===== src/rtl/sws_pkg.sv =====
package sws_pkg;
  localparam int unsigned WORD_W = 16;
  localparam logic [WORD_W-1:0] CHK_SEED = 16'h0151;

  typedef enum logic [2:0] {
    ST_IDLE, ST_ARMED, ST_READ, ST_GUARD, ST_PRE, ST_DATA, ST_CHECK, ST_POST
  } sws_state_e;
endpackage


===== src/rtl/sws_tx_shift.sv =====
module sws_tx_shift
  import sws_pkg::*;
(
  input  logic              clk_i,
  input  logic              rst_ni,
  input  logic              load_i,
  input  logic              first_i,
  input  logic [WORD_W-1:0] word_i,
  input  logic              chk_i,
  input  logic              shift_i,
  output logic              msb_o
);
  logic [WORD_W-1:0] sh_q, acc_q;

  always_ff @(posedge clk_i or negedge rst_ni) begin
    if (!rst_ni) begin
      sh_q  <= '0;
      acc_q <= CHK_SEED;
    end else if (load_i) begin
      sh_q  <= word_i;
      acc_q <= (first_i ? CHK_SEED : acc_q) ^ word_i;
    end else if (chk_i) begin
      sh_q <= acc_q;
    end else if (shift_i) begin
      sh_q <= {sh_q[WORD_W-2:0], 1'b0};
    end
  end

  assign msb_o = sh_q[WORD_W-1];

  // controls are mutually exclusive, so the check word is never corrupted
  a_r4_one_action: assert property (@(posedge clk_i) disable iff (!rst_ni)
    $countones({load_i, chk_i, shift_i}) <= 1);
endmodule


===== src/rtl/sws_rx_record.sv =====
module sws_rx_record
  import sws_pkg::*;
#(
  parameter int unsigned REC_WORDS = 2
) (
  input  logic clk_i,
  input  logic rst_ni,
  input  logic en_i,
  input  logic tick_i,
  input  logic bit_i,
  output logic done_o,
  output logic bad_o
);
  localparam int unsigned BW    = $clog2(WORD_W);
  localparam int unsigned WIX_W = $clog2(REC_WORDS + 1);
  localparam logic [BW-1:0]    LAST_BIT = BW'(WORD_W - 1);
  localparam logic [WIX_W-1:0] CHK_IDX  = WIX_W'(REC_WORDS);

  logic              hunt_q;
  logic [BW-1:0]     bcnt_q;
  logic [WIX_W-1:0]  wcnt_q;
  logic [WORD_W-1:0] sh_q, acc_q;
  logic [WORD_W-1:0] word_d;

  assign word_d = {sh_q[WORD_W-2:0], bit_i};

  always_ff @(posedge clk_i or negedge rst_ni) begin
    if (!rst_ni) begin
      hunt_q <= 1'b1;
      bcnt_q <= '0;
      wcnt_q <= '0;
      sh_q   <= '0;
      acc_q  <= CHK_SEED;
      done_o <= 1'b0;
      bad_o  <= 1'b0;
    end else if (!en_i) begin
      hunt_q <= 1'b1;
      bcnt_q <= '0;
      wcnt_q <= '0;
      acc_q  <= CHK_SEED;
      done_o <= 1'b0;
      bad_o  <= 1'b0;
    end else begin
      done_o <= 1'b0;
      bad_o  <= 1'b0;
      if (tick_i) begin
        if (hunt_q) begin
          // first 1 after the zero run is the sync bit
          if (bit_i) begin
            hunt_q <= 1'b0;
            bcnt_q <= '0;
            wcnt_q <= '0;
          end
        end else begin
          sh_q <= word_d;
          if (bcnt_q == LAST_BIT) begin
            bcnt_q <= '0;
            if (wcnt_q == CHK_IDX) begin
              done_o <= 1'b1;
              bad_o  <= (word_d != acc_q);
              hunt_q <= 1'b1;
              wcnt_q <= '0;
              acc_q  <= CHK_SEED;
            end else begin
              acc_q  <= acc_q ^ word_d;
              wcnt_q <= wcnt_q + 1'b1;
            end
          end else begin
            bcnt_q <= bcnt_q + 1'b1;
          end
        end
      end
    end
  end

  a_r8_bad_only_at_end: assert property (@(posedge clk_i) disable iff (!rst_ni)
    bad_o |-> done_o);
  a_r7_done_needs_tick: assert property (@(posedge clk_i) disable iff (!rst_ni)
    done_o |-> $past(tick_i && en_i));
endmodule


===== src/rtl/sector_write_seq.sv =====
module sector_write_seq
  import sws_pkg::*;
#(
  parameter int unsigned N_RECS      = 3,
  parameter int unsigned REC_WORDS   = 2,
  parameter int unsigned PRE_FULL    = 16,
  parameter int unsigned PRE_UPD     = 32,
  parameter int unsigned POST_BITS   = 24,
  parameter int unsigned GUARD_TICKS = 0,
  localparam int unsigned REC_W      = $clog2(N_RECS)
) (
  input  logic              clk_i,
  input  logic              rst_ni,
  input  logic              start_i,
  input  logic              update_i,
  input  logic [REC_W-1:0]  keep_i,
  input  logic              sector_mark_i,
  input  logic              bit_tick_i,
  input  logic              rd_bit_i,
  input  logic [15:0]       word_i,
  input  logic              word_valid_i,
  output logic              word_ready_o,
  output logic              wr_data_o,
  output logic              wr_gate_o,
  output logic              done_o,
  output logic              chk_fail_o
);
  localparam int unsigned MAX_A = (PRE_FULL > PRE_UPD) ? PRE_FULL : PRE_UPD;
  localparam int unsigned MAX_B = (POST_BITS > WORD_W) ? POST_BITS : WORD_W;
  localparam int unsigned MAXL  = (MAX_A > MAX_B) ? MAX_A : MAX_B;
  localparam int unsigned CNT_W = $clog2(MAXL + 1);
  localparam int unsigned WIX_W = $clog2(REC_WORDS + 1);
  localparam int unsigned GD_W  = $clog2(GUARD_TICKS + 2);

  localparam logic [CNT_W-1:0] PRE_F_C  = CNT_W'(PRE_FULL);
  localparam logic [CNT_W-1:0] PRE_U_C  = CNT_W'(PRE_UPD);
  localparam logic [CNT_W-1:0] POST_C   = CNT_W'(POST_BITS);
  localparam logic [CNT_W-1:0] LAST_BIT = CNT_W'(WORD_W - 1);
  localparam logic [WIX_W-1:0] LAST_WD  = WIX_W'(REC_WORDS - 1);
  localparam logic [REC_W-1:0] LAST_REC = REC_W'(N_RECS - 1);
  localparam logic [GD_W-1:0]  GUARD_C  = GD_W'(GUARD_TICKS);

  sws_state_e        st_q;
  logic [CNT_W-1:0]  bit_cnt_q;
  logic [WIX_W-1:0]  word_idx_q;
  logic [REC_W-1:0]  rec_idx_q, keep_q;
  logic [GD_W-1:0]   guard_q;
  logic              upd_q;
  logic              gate_q, data_q, done_q;

  logic [CNT_W-1:0]  pre_len;
  logic              step, pre_end, word_end, last_word, last_rec;
  logic              in_pre, in_data, in_chk;
  logic              tx_load, tx_chk, tx_shift, tx_msb;
  logic              rx_en, rx_done, rx_bad;
  logic [15:0]       word_in;

  assign pre_len   = upd_q ? PRE_U_C : PRE_F_C;
  assign step      = bit_tick_i & ~sector_mark_i;
  assign pre_end   = (bit_cnt_q == pre_len);
  assign word_end  = (bit_cnt_q == LAST_BIT);
  assign last_word = (word_idx_q == LAST_WD);
  assign last_rec  = (rec_idx_q == LAST_REC);
  assign in_pre    = (st_q == ST_PRE);
  assign in_data   = (st_q == ST_DATA);
  assign in_chk    = (st_q == ST_CHECK);
  assign word_in   = word_valid_i ? word_i : '0;

  // words are taken on the sync tick and on the last bit of a non-final word
  assign tx_load  = step & ((in_pre & pre_end) | (in_data & word_end & ~last_word));
  assign tx_chk   = step & in_data & word_end & last_word;
  assign tx_shift = step & (in_data | in_chk) & ~tx_load & ~tx_chk;

  sws_tx_shift u_tx (
    .clk_i   (clk_i),
    .rst_ni  (rst_ni),
    .load_i  (tx_load),
    .first_i (in_pre),
    .word_i  (word_in),
    .chk_i   (tx_chk),
    .shift_i (tx_shift),
    .msb_o   (tx_msb)
  );

  assign rx_en = (st_q == ST_READ);

  sws_rx_record #(.REC_WORDS(REC_WORDS)) u_rx (
    .clk_i  (clk_i),
    .rst_ni (rst_ni),
    .en_i   (rx_en),
    .tick_i (bit_tick_i),
    .bit_i  (rd_bit_i),
    .done_o (rx_done),
    .bad_o  (rx_bad)
  );

  always_ff @(posedge clk_i or negedge rst_ni) begin
    if (!rst_ni) begin
      st_q       <= ST_IDLE;
      bit_cnt_q  <= '0;
      word_idx_q <= '0;
      rec_idx_q  <= '0;
      keep_q     <= '0;
      guard_q    <= '0;
      upd_q      <= 1'b0;
      gate_q     <= 1'b0;
      data_q     <= 1'b0;
      done_q     <= 1'b0;
    end else begin
      done_q <= 1'b0;
      if (st_q != ST_IDLE && st_q != ST_ARMED && sector_mark_i) begin
        // next mark ends whatever is in flight
        gate_q <= 1'b0;
        data_q <= 1'b0;
        done_q <= 1'b1;
        st_q   <= ST_IDLE;
      end else begin
        unique case (st_q)
          ST_IDLE: if (start_i) begin
            st_q   <= ST_ARMED;
            upd_q  <= update_i && (keep_i != '0);
            keep_q <= keep_i;
          end
          ST_ARMED: if (sector_mark_i) begin
            rec_idx_q <= '0;
            guard_q   <= '0;
            st_q      <= upd_q ? ST_READ : ST_GUARD;
          end
          ST_READ: if (rx_done) begin
            if (rec_idx_q == keep_q - REC_W'(1)) begin
              // hand-off: gate opens on the very next tick
              rec_idx_q <= keep_q;
              guard_q   <= GUARD_C;
              st_q      <= ST_GUARD;
            end else begin
              rec_idx_q <= rec_idx_q + 1'b1;
            end
          end
          ST_GUARD: if (bit_tick_i) begin
            if (guard_q == GUARD_C) begin
              gate_q    <= 1'b1;
              data_q    <= 1'b0;
              bit_cnt_q <= CNT_W'(1);
              st_q      <= ST_PRE;
            end else begin
              guard_q <= guard_q + 1'b1;
            end
          end
          ST_PRE: if (bit_tick_i) begin
            if (pre_end) begin
              data_q     <= 1'b1;
              bit_cnt_q  <= '0;
              word_idx_q <= '0;
              st_q       <= ST_DATA;
            end else begin
              data_q    <= 1'b0;
              bit_cnt_q <= bit_cnt_q + 1'b1;
            end
          end
          ST_DATA: if (bit_tick_i) begin
            data_q <= tx_msb;
            if (word_end) begin
              bit_cnt_q <= '0;
              if (last_word) st_q <= ST_CHECK;
              else           word_idx_q <= word_idx_q + 1'b1;
            end else begin
              bit_cnt_q <= bit_cnt_q + 1'b1;
            end
          end
          ST_CHECK: if (bit_tick_i) begin
            data_q <= tx_msb;
            if (word_end) begin
              bit_cnt_q <= '0;
              if (last_rec) begin
                st_q <= ST_POST;
              end else begin
                rec_idx_q <= rec_idx_q + 1'b1;
                st_q      <= ST_PRE;
              end
            end else begin
              bit_cnt_q <= bit_cnt_q + 1'b1;
            end
          end
          ST_POST: if (bit_tick_i) begin
            data_q <= 1'b0;
            if (bit_cnt_q == POST_C) begin
              gate_q <= 1'b0;
              done_q <= 1'b1;
              st_q   <= ST_IDLE;
            end else begin
              bit_cnt_q <= bit_cnt_q + 1'b1;
            end
          end
          default: st_q <= ST_IDLE;
        endcase
      end
    end
  end

  assign word_ready_o = tx_load;
  assign wr_data_o    = data_q;
  assign wr_gate_o    = gate_q;
  assign done_o       = done_q;
  assign chk_fail_o   = rx_bad;

  a_r2_gate_rise_on_tick: assert property (@(posedge clk_i) disable iff (!rst_ni)
    $rose(wr_gate_o) |-> $past(bit_tick_i));
  a_r3_quiet_without_gate: assert property (@(posedge clk_i) disable iff (!rst_ni)
    !wr_gate_o |-> !wr_data_o);
  a_r5_fall_gives_done: assert property (@(posedge clk_i) disable iff (!rst_ni)
    $fell(wr_gate_o) |-> done_o);
  a_r6_mark_kills_gate: assert property (@(posedge clk_i) disable iff (!rst_ni)
    (wr_gate_o && sector_mark_i) |=> (!wr_gate_o && done_o));
  a_r9_take_on_tick: assert property (@(posedge clk_i) disable iff (!rst_ni)
    word_ready_o |-> (bit_tick_i && wr_gate_o));
  a_r3_data_moves_on_tick: assert property (@(posedge clk_i) disable iff (!rst_ni)
    (!bit_tick_i && !sector_mark_i) |=> ($stable(wr_data_o) && $stable(wr_gate_o)));
endmodule


===== config.mk =====
export PLATFORM = sky130hd
export DESIGN_NAME = sector_write_seq
export DESIGN_NICKNAME = d
export VERILOG_FILES = /design/src/rtl/sws_pkg.sv /design/src/rtl/sws_tx_shift.sv /design/src/rtl/sws_rx_record.sv /design/src/rtl/sector_write_seq.sv
export SDC_FILE = /design/constraint.sdc
export NUM_CORES = 1
export LEC_CHECK = 0
export BUFFER_PORTS_ARGS = -buffer_cell sky130_fd_sc_hd__buf_2
export CAP_MARGIN = 10
export CORE_MARGIN = 2
export CORE_UTILIZATION = 39
export CTS_BUF_LIST = sky130_fd_sc_hd__clkbuf_4
export DETAILED_ROUTE_END_ITERATION = 10
export PLACE_DENSITY = 0.58
export SETUP_SLACK_MARGIN = 0.02
export SLEW_MARGIN = 20
export SYNTH_ARGS = -nofsm -noshare
export SYNTH_HDL_FRONTEND = slang
export SYNTH_HIERARCHICAL = 1
export SYNTH_SLANG_ARGS = --single-unit

===== constraint.sdc =====
create_clock -name clk_i -period 3.45 [get_ports clk_i]
set_input_delay 0 -clock clk_i [delete_from_list [all_inputs] [get_ports clk_i]]
set_output_delay 0 -clock clk_i [all_outputs]
set_load 0.05 [all_outputs]

==> results.ini <==
[status]
outcome=complete, no violations

[yosys]
netlist_top_cells_area=dfrtp_1, a221o_1, dfstp_2
netlist_top_cells_count=dfrtp_1, nand2_1, nor2_1
syn_nets=595
seq_area_frac_synth_pct=43.5
synth_area_per_cell_sq_um=9.32
syn_inst=564
ys.flop_type=dfrtp_1
synth_cell_types=66
synth_top_area_share_pct=39.0
synth_area_sq_um=5260
yosysMostFrequentCell=dfrtp_1
synth_seq_cells=91
synth_edf_count=0
yosysTopAreaCell=dfrtp_1
synthArstFlopShare_pct=100
yosysWarnings=6

[timing]
slew_headroom_pct=39.6
max_freq_ghz=0.333
fin_skew_ns=0.0197
holdWs_ns=0.0401
slew_violations=0
period_minus_slack_ns=3.00
setup_violations=0
hold_viol_final=0
finalCritPeriodShare_pct=87.0
rsz0062_at_grt=no
worst_pin_slew_ns=0.906
setup_tns_ns=0

[clock_tree]
clockBufferDepth=2
cts_buffers=9
htreeDepth=3
cts_root_buffer=clkbuf_4
cts_resized=0
clock_sinks=91
clock_latency_ns=0.46
cts_tree=built
path_clk_slew_ns=0.16

[detailed_routing]
drt_iter0_markers=284
wl_per_cell_um=14.3
vias=4220
firstDrtPassIters=4
routed_wl_mm=11.3
detail-route-antenna-nets=0
drc=0
drt-vias-per-instance=5.36

[critical_path]
r2r_slack_ns=0.69
worstSetupPathType=flop to primary output
reg2reg_from=bit_cnt_q[0]
crit_buf_inv=2
r2r_cells=9
cp-start-kind=flop
end_kind=primary output
cpLargestDelayFamily=buffers and inverters
crit_chain=ha_1 > nand3_1 > nor3_1 > nand2_1 > a211oi_4 > buf_4 > buf_2
critPathMaxFanout=52
worstReg2RegEnd=u_tx/sh_q[3]
critPathRequiredTime_ns=3.45
critPathSlowestCell=buf_4
worstPathArrival_ns=3.00
max_stage_delay_ns=0.46

[pwr]
ir_worst_vdd_mv=0.256
power.total_mw=3.16
powerDensity_nw_per_um2=537
total_leakage_power_nw=2.58

[finish]
post-route-util_pct=44.7
area_growth_pct=12.1
antenna_cells=0
nets=637
drive_gt1_share_pct=17.5

[die]
die_w_um=120
fp-row-count=42
coreArea_sq_um=13200
die_area_sq_um=14400
start_util_pct=39.8
ios=31
die_h_um=120

[global_routing]
grt_pass1_vias=4113
antenna_found_initial=0
gr-total-overflow=0
grt_max_degree=72
grt.total_usage_pct=16.6
grt_pass1_wl_mm=19.4

[flow_run]
drv_cap=0

[min_path]
hold_path_class=input pin to flop
whs_path_depth=4
holdPathEnd=u_tx/sh_q[1]
hp-start=word_valid_i

[place]
dp_hpwl_mm=7.42
portBuffers=30
place_congestion=0.843

flip-flops by register name, indices dropped and copies added (netlist names):
name / cells
word_idx_q: 2
bit_cnt_q: 6
u_rx/bcnt_q: 4
u_rx/sh_q: 15
u_rx/acc_q: 16
keep_q: 2
u_rx/wcnt_q: 2
u_tx/acc_q: 16
u_rx/bad_o: 1
u_rx/hunt_q: 1
done_o: 1
u_rx/done_o: 1
wr_data_o: 1
st_q: 3
upd_q: 1
u_tx/sh_q: 16
rec_idx_q: 2
wr_gate_o: 1
final cells by class:
class,count,area (sq um)
clock inverter,6,46.3
clock buffer,10,75.1
inverter,30,113
sequential,91,2290
tap,176,220
fill,1295,7300
timing repair buffer,63,465
multi-input combinational,411,2680
worst max path at each step:
| stage | start | to | slack, ns | depth (start not counted) |
|---|---|---|---|---|
| after floorplan | bit_cnt_q[5] | u_tx/sh_q[4] | 0.31 | 11 |
| after detailed placement | bit_cnt_q[0] | u_tx/sh_q[3] | 0.71 | 9 |
| final | bit_cnt_q[0] | word_ready_o | 0.45 | 7 |
| after CTS | bit_cnt_q[0] | word_ready_o | 0.42 | 7 |
| after global routing | bit_cnt_q[0] | word_ready_o | 0.23 | 7 |
| after global placement | bit_cnt_q[5] | u_tx/sh_q[15] | 0.83 | 7 |
cells by family (layout without fill, tap and decap cells):
group                      Yosys count  after routing  share of synthesized area [%]
xor gates and xnor gates            17             17                           2.83
AOI/OAI and AO/OA                  145            145                           19.4
buffers and inverters               62            109                           5.64
muxes                               21             21                           4.50
adders and majority gates            5              5                           1.19
DFF                                 91             91                           43.5
and+or+nand+nor                    223            223                           22.9
stage by stage:
step	setup slack, ns	instance area, sq um	cells
after detailed placement	0.705	5510	745
after global placement	0.832	5510	745
final	0.449	5890	787
after CTS	0.423	5890	787
after global routing	0.235	5890	787
after floorplan	0.314	5260	564
tightest hold or removal path: stages:
cell,delay (ns)
buf_2,0.18
and2_1,0.17
nand2_1,0.08
a21oi_1,0.06
cell usage in the layout, fill, tap and decap left out, types with 18 or more instances in the layout:
master	synthesis	final
a21oi_1	30	30
a221o_1	27	27
and2_1	18	18
buf_2	8	29
dfrtp_1	82	82
dlygate4sd3_1	0	26
inv_1	30	30
nand2_1	57	57
nor2_1	53	53
nor2b_1	20	20
o21ai_0	46	46
power by group:
group	total [mW]	internal (mW)	switching (mW)
Combinational	1.12	0.478	0.642
Sequential	1.49	1.28	0.213
Clock	0.556	0.165	0.391
per-layer routing:
layer | routed length (um) | vias up | GRT usage (%) | share of wire (%)
met4 | 195 | 0 | 6.54 | 1.7
met3 | 357 | 13 | 2.76 | 3.2
met2 | 5490 | 71 | 27.7 | 49
met5 | 0 | - | 0 | 0
met1 | 5230 | 2054 | 21.5 | 46
li1 | - | 2082 | - | -
repair_timing:
item                                   4_1_cts  5_1_grt
hold buffers                                26        0
buffers inserted                             0        0
endpoints found under the hold margin      106        0
Note: power is estimated with default switching activity, not from simulation.
